`config.mk`:
```
export PLATFORM = sky130hd
export DESIGN_NAME = mlb_target
export DESIGN_NICKNAME = d
export VERILOG_FILES = /design/src/rtl/mlb_pkg.sv /design/src/rtl/mlb_seq.sv /design/src/rtl/mlb_addr_ctr.sv /design/src/rtl/mlb_port.sv /design/src/rtl/mlb_target.sv
export SDC_FILE = /design/constraint.sdc
export NUM_CORES = 1
export LEC_CHECK = 0
export BUFFER_PORTS_ARGS = -buffer_cell sky130_fd_sc_hd__buf_4
export CORE_ASPECT_RATIO = 0.9
export CORE_MARGIN = 4
export CORE_UTILIZATION = 44
export CTS_CLUSTER_DIAMETER = 50
export DETAILED_ROUTE_END_ITERATION = 10
export GPL_TIMING_DRIVEN = 1
export HOLD_SLACK_MARGIN = 0.12
export PLACE_DENSITY_LB_ADDON = 0.25
export SLEW_MARGIN = 20
export SYNTH_ARGS = -nofsm -noshare
export SYNTH_HDL_FRONTEND = slang
export SYNTH_SLANG_ARGS = --single-unit
```
`constraint.sdc`:
```
create_clock -name clk -period 3.45 [get_ports clk]
set_input_delay 0.345 -clock clk [delete_from_list [all_inputs] [get_ports clk]]
set_output_delay 0.345 -clock clk [all_outputs]
set_load 0.02 [all_outputs]
```
`src/rtl/mlb_pkg.sv`:
```
package mlb_pkg;

    localparam int unsigned MLB_DW  = 32;
    localparam int unsigned MLB_BE  = MLB_DW / 8;
    localparam int unsigned MLB_OFS = $clog2(MLB_BE);

    typedef logic [MLB_DW-1:0] mlb_word_t;
    typedef logic [MLB_BE-1:0] mlb_lane_t;

    typedef enum logic [1:0] {
        ST_IDLE = 2'd0,
        ST_WAIT = 2'd1,
        ST_BEAT = 2'd2
    } mlb_state_e;

    typedef struct packed {
        logic      we;
        logic      re;
        mlb_word_t addr;
        mlb_word_t wdata;
        mlb_lane_t be;
    } mlb_req_t;

    function automatic mlb_word_t align_word(input mlb_word_t a);
        return {a[MLB_DW-1:MLB_OFS], {MLB_OFS{1'b0}}};
    endfunction

    function automatic mlb_word_t next_word(input mlb_word_t a);
        return a + mlb_word_t'(MLB_BE);
    endfunction

endpackage

```
`src/rtl/mlb_seq.sv`:
```
module mlb_seq
    import mlb_pkg::*;
#(
    parameter int unsigned WAIT_RD = 2
) (
    input  logic clk,
    input  logic rst,
    input  logic strobe_n,
    input  logic wr_dir,
    input  logic last_n,
    output logic load,
    output logic beat,
    output logic ready_n,
    output logic dir_wr
);

    localparam int unsigned CW = (WAIT_RD > 1) ? $clog2(WAIT_RD) : 1;

    mlb_state_e state_q;
    logic       wait_done;

    assign load    = (state_q == ST_IDLE) && !strobe_n;
    assign beat    = (state_q == ST_BEAT);
    assign ready_n = !beat;

    generate
        if (WAIT_RD == 0) begin : g_nowait
            assign wait_done = 1'b1;
        end else begin : g_wait
            localparam logic [CW-1:0] CNT_INIT = CW'(WAIT_RD - 1);
            logic [CW-1:0] cnt_q;
            always_ff @(posedge clk) begin
                if (rst)
                    cnt_q <= '0;
                else if (load)
                    cnt_q <= CNT_INIT;
                else if (state_q == ST_WAIT && cnt_q != '0)
                    cnt_q <= cnt_q - 1'b1;
            end
            assign wait_done = (cnt_q == '0);
        end
    endgenerate

    always_ff @(posedge clk) begin
        if (rst) begin
            state_q <= ST_IDLE;
            dir_wr  <= 1'b0;
        end else begin
            unique case (state_q)
                ST_IDLE: if (load) begin
                    dir_wr  <= wr_dir;
                    state_q <= (wr_dir || WAIT_RD == 0) ? ST_BEAT : ST_WAIT;
                end
                ST_WAIT: if (wait_done) state_q <= ST_BEAT;
                ST_BEAT: if (!last_n) state_q <= ST_IDLE;
                default: state_q <= ST_IDLE;
            endcase
        end
    end


    rd_wait_only_chk: assert property (@(posedge clk) disable iff (rst)
        (state_q == ST_WAIT) |-> !dir_wr);


    state_legal_chk: assert property (@(posedge clk) disable iff (rst)
        state_q inside {ST_IDLE, ST_WAIT, ST_BEAT});

endmodule

```
`src/rtl/mlb_addr_ctr.sv`:
```
module mlb_addr_ctr
    import mlb_pkg::*;
(
    input  logic      clk,
    input  logic      rst,
    input  logic      load,
    input  logic      adv,
    input  mlb_word_t bus_word,
    output mlb_word_t addr
);

    always_ff @(posedge clk) begin
        if (rst)
            addr <= '0;
        else if (load)
            addr <= align_word(bus_word);
        else if (adv)
            addr <= next_word(addr);
    end

endmodule

```
`src/rtl/mlb_port.sv`:
```
module mlb_port
    import mlb_pkg::*;
(
    input  logic      beat,
    input  logic      dir_wr,
    input  mlb_word_t addr,
    input  mlb_word_t bus_word,
    input  mlb_lane_t be_n,
    input  mlb_word_t rdata,
    output mlb_req_t  req,
    output mlb_word_t ad_out,
    output logic      ad_oe
);

    logic rd_beat;
    logic wr_beat;

    assign wr_beat = beat && dir_wr;
    assign rd_beat = beat && !dir_wr;

    always_comb begin
        req.we    = wr_beat;
        req.re    = rd_beat;
        req.addr  = addr;
        req.wdata = bus_word;
        req.be    = wr_beat ? ~be_n : '0;
    end

    assign ad_oe  = rd_beat;
    assign ad_out = rd_beat ? rdata : '0;

endmodule

```
`src/rtl/mlb_target.sv`:
```
module mlb_target
    import mlb_pkg::*;
#(
    parameter int unsigned WAIT_RD = 2
) (
    input  logic              clk,
    input  logic              rst,
    input  logic [MLB_DW-1:0] lb_ad_in,
    output logic [MLB_DW-1:0] lb_ad_out,
    output logic              lb_ad_oe,
    input  logic [MLB_BE-1:0] lb_be_n,
    input  logic              lb_strobe_n,
    input  logic              lb_last_n,
    input  logic              lb_write,
    output logic              lb_ready_n,
    output logic              mem_we,
    output logic              mem_re,
    output logic [MLB_DW-1:0] mem_addr,
    output logic [MLB_DW-1:0] mem_wdata,
    output logic [MLB_BE-1:0] mem_be,
    input  logic [MLB_DW-1:0] mem_rdata
);

    logic      load;
    logic      beat;
    logic      dir_wr;
    mlb_word_t cur_addr;
    mlb_req_t  req;

    mlb_seq #(.WAIT_RD(WAIT_RD)) u_seq (
        .clk      (clk),
        .rst      (rst),
        .strobe_n (lb_strobe_n),
        .wr_dir   (lb_write),
        .last_n   (lb_last_n),
        .load     (load),
        .beat     (beat),
        .ready_n  (lb_ready_n),
        .dir_wr   (dir_wr)
    );

    mlb_addr_ctr u_addr (
        .clk      (clk),
        .rst      (rst),
        .load     (load),
        .adv      (beat),
        .bus_word (lb_ad_in),
        .addr     (cur_addr)
    );

    mlb_port u_port (
        .beat     (beat),
        .dir_wr   (dir_wr),
        .addr     (cur_addr),
        .bus_word (lb_ad_in),
        .be_n     (lb_be_n),
        .rdata    (mem_rdata),
        .req      (req),
        .ad_out   (lb_ad_out),
        .ad_oe    (lb_ad_oe)
    );

    assign mem_we    = req.we;
    assign mem_re    = req.re;
    assign mem_addr  = req.addr;
    assign mem_wdata = req.wdata;
    assign mem_be    = req.be;


    burst_end_chk: assert property (@(posedge clk) disable iff (rst)
        (!lb_ready_n && !lb_last_n) |=> lb_ready_n);


    addr_step_chk: assert property (@(posedge clk) disable iff (rst)
        (!lb_ready_n && lb_last_n) |=> (mem_addr == $past(mem_addr) + MLB_DW'(MLB_BE)));


    oe_beat_chk: assert property (@(posedge clk) disable iff (rst)
        lb_ad_oe |-> (!lb_ready_n && mem_re));


    we_beat_chk: assert property (@(posedge clk) disable iff (rst)
        mem_we |-> !lb_ready_n);


    rw_excl_chk: assert property (@(posedge clk) disable iff (rst)
        !(mem_we && mem_re));


    idle_quiet_chk: assert property (@(posedge clk) disable iff (rst)
        lb_ready_n |-> !(mem_we || mem_re || lb_ad_oe));

endmodule

```
==> out/results.ini <==
[outcome]
outcome = finished, final reports clean

[clocking]
insertion_delay_ns = 0.29
cts-root-buf = clkbuf_8
tritoncts = built
clock_sinks = 34
clk_path_buf_depth = 2
post_cts_buffers = 0
clk_pin_slew_ns = 0.07
cts.htree.levels = 2
cts_hold_buf = 0
post_cts_resized = 0
numCtsBuffers = 5

[yosys]
netlist_area_um2 = 2410
ys_seq_area_share_pct = 28.2
synth_cell_types = 46
synth_seq_cells = 34
async_flop_share_pct = 0
synthCells = 320
synth_area_per_cell_um2 = 7.54
synth_edf_count = 0
yosys_warnings = 0
synth_top_flop_cell = dfxtp_1

[detailed_routing]
firstDrtPassIters = 4
wl_um = 7800
wl_per_cell_um = 15.2
drc_errors = 0
postRouteAntennaNets = 0
drtIter0Drc = 137
vias = 2760
via_per_inst = 5.39

[global_routing]
antenna_found_initial = 0
grt-ovfl-total = 0
grt_max_degree = 52
grt_pass1_wl_um = 12000
grt_pass1_vias = 2522
grt_usage_pct = 22.1

[worst_setup_path]
worstPathArrival_ns = 2.06
crit_slowest_cell = dfxtp_1
cp_slowest_stage_delay_ns = 0.54
reg2reg_depth = 4
critPathKind = reg2out
rrSetupSlack_ns = 1.12
crit_required_ns = 3.11
r2r_end = u_addr.addr[22]
cpMostUsedCell = buf_4
setup.worst_path.start_class = flop
path_max_fanout = 34
reg2reg_from = u_seq.state_q[1]
end_kind = output port
crit_chain = nor2b_1 -> inv_1 -> nor2_1 -> buf_4 -> and2_1 -> buf_4

[timing]
period_share_pct = 69.8
final-hold-violation-count = 0
tightest_slew_ns = 1.07
tns_ns = 0
timing.slew.headroom_pct = 28.6
rsz0062_at_grt = false
fmax_mhz = 415
setup_viol = 0
post-route-min-period_ns = 2.41
drv_slew = 0
finClkSkew_ns = 0.00928

[placed_design]
gp_congestion = 0.789
hpwl_um = 6190
io_buffers = 170
dpl_cell_area_um2 = 3440

[pwr]
combPwrFrac_pct = 33.4
p_per_area_nw_per_um2 = 335
switchingPower_uw = 405
p_leak_uw = 0.00161
p_int_uw = 777
p_sw_share_pct = 34.3
p_clk_share_pct = 25.9
pwr-share-seq_pct = 40.7
vdd_drop_max_mv = 0.199

[finish]
antennaDiodeCount = 0
syn_to_final_growth_pct = 46.3
design_area_um2 = 3530
nets = 518
finish.utilization_pct = 66.8
drive_gt1_share_pct = 41.8
fillers = 459

[floorplanning]
die_x_um = 86.1
fp.dieH_um = 78.2
ios = 177
start_util_pct = 45.6
rows = 25
die-area_um2 = 6730
core_area_um2 = 5290

[job]
maxCapViolations = 0

[min_path]
holdPathEnd = u_seq.dir_wr
hp-start = lb_write
min_path_cells = 3
hold_class = in2reg

-- worst max path at each step --
stage | start | to | depth (start not counted)
2_1_floorplan | u_seq.state_q[1] | lb_ad_out[22] | 6
3_3_place_gp | u_seq.state_q[1] | u_addr.addr[22] | 4
3_5_place_dp | u_seq.state_q[1] | u_addr.addr[22] | 4
4_1_cts | u_seq.state_q[1] | lb_ad_out[15] | 6
5_1_grt | u_seq.state_q[1] | lb_ad_out[15] | 6
6_report | u_seq.state_q[1] | lb_ad_out[15] | 6
-- registers in the layout, indices dropped and copies added (netlist names) --
| register | count |
|---|---|
| u_seq.state_q | 2 |
| u_seq.dir_wr | 1 |
| u_addr.addr | 30 |
| u_seq.g_wait.cnt_q | 1 |
-- power groups by stage --
stage / clock network (uW) / logic [uW] / registers [uW]
2_1_floorplan: 0 / 197 / 516
3_3_place_gp: 0 / 393 / 487
3_5_place_dp: 0 / 397 / 489
4_1_cts: 313 / 398 / 480
5_1_grt: 331 / 426 / 488
6_report: 306 / 395 / 481
-- cells by family (layout without fill, tap and decap cells) --
kind of cell / Yosys count / after routing / share of synthesized area (%)
simple gates: 147 / 147 / 34.6
compound gates: 70 / 70 / 18.8
buf+inv: 61 / 185 / 15.5
flops: 34 / 34 / 28.2
xor+xnor: 6 / 6 / 2.18
fa+ha+maj: 1 / 1 / 0.519
other cells: 1 / 2 / 0.155
-- metrics by stage --
step | total power [uW] | setup slack (ns) | hold slack [ns] | cells
2_1_floorplan | 713 | 1.26 | 0.450 | 321
3_3_place_gp | 880 | 1.23 | 0.465 | 504
3_5_place_dp | 886 | 1.15 | 0.473 | 504
4_1_cts | 1190 | 1.03 | 0.313 | 512
5_1_grt | 1250 | 0.827 | 0.315 | 512
6_report | 1180 | 1.04 | 0.318 | 512
-- critical path: cells and delay by family, from the launching register on --
kind / cells / cell delay, ns
AND/OR/NAND/NOR: 3 / 0.71
flip-flops: 1 / 0.54
buffers and inverters: 3 / 0.53
-- cell usage after synthesis (2+ instances only) --
cell type  number  share of area, %
o31ai_1         8               2.5
o21ai_0        20               4.1
nor4_1          4               1.0
nor2_1         16               2.5
nand2_1        25               3.9
clkbuf_1       16               2.5
and3_1          4               1.0
nand4_1         7               1.8
and4_1          3               1.1
dfxtp_1        34                28
or4_1          11               3.4
a31oi_1        12               3.1
a21oi_1         9               1.9
and2_1         32               8.3
a211oi_1        6               1.9
xnor2_1         3               1.1
or3_1           8               2.1
buf_4          36                11
nor3_1          9               1.9
nand3_1        17               3.5
o211ai_1        3              0.93
a2bb2oi_1       2              0.73
or2_2           2              0.52
a311oi_1        4               1.5
inv_1           6              0.93
xor2_1          3               1.1
-- routing by layer --
| metal | track usage (%) | wire, um |
|---|---|---|
| met5 | 0 | 0 |
| met4 | 6.80 | 140 |
| met3 | 7.03 | 722 |
| met2 | 37.2 | 3900 |
| met1 | 26.6 | 3040 |
-- layout make-up --
type	count	area [um^2]	area share, %
Clock buffer	7	86.3	2.45
Inverter	6	22.5	0.638
Timing Repair Buffer	171	1280	36.4
Tap cell	67	83.8	2.38
Clock inverter	1	5.00	0.142
Multi-Input combinational cell	226	1370	38.7
Sequential cell	34	681	19.3
-- placed cells by master (no fill, tap or decap), types with 9 or more instances in the layout --
cell / Yosys / layout
and2_1: 32 / 32
o21ai_0: 20 / 20
a21oi_1: 9 / 9
nor2_1: 16 / 16
nand2_1: 25 / 25
dfxtp_1: 34 / 34
buf_4: 36 / 171
or4_1: 11 / 11
nand3_1: 17 / 17
a31oi_1: 12 / 12
Note: power is estimated with default switching activity, not from simulation.
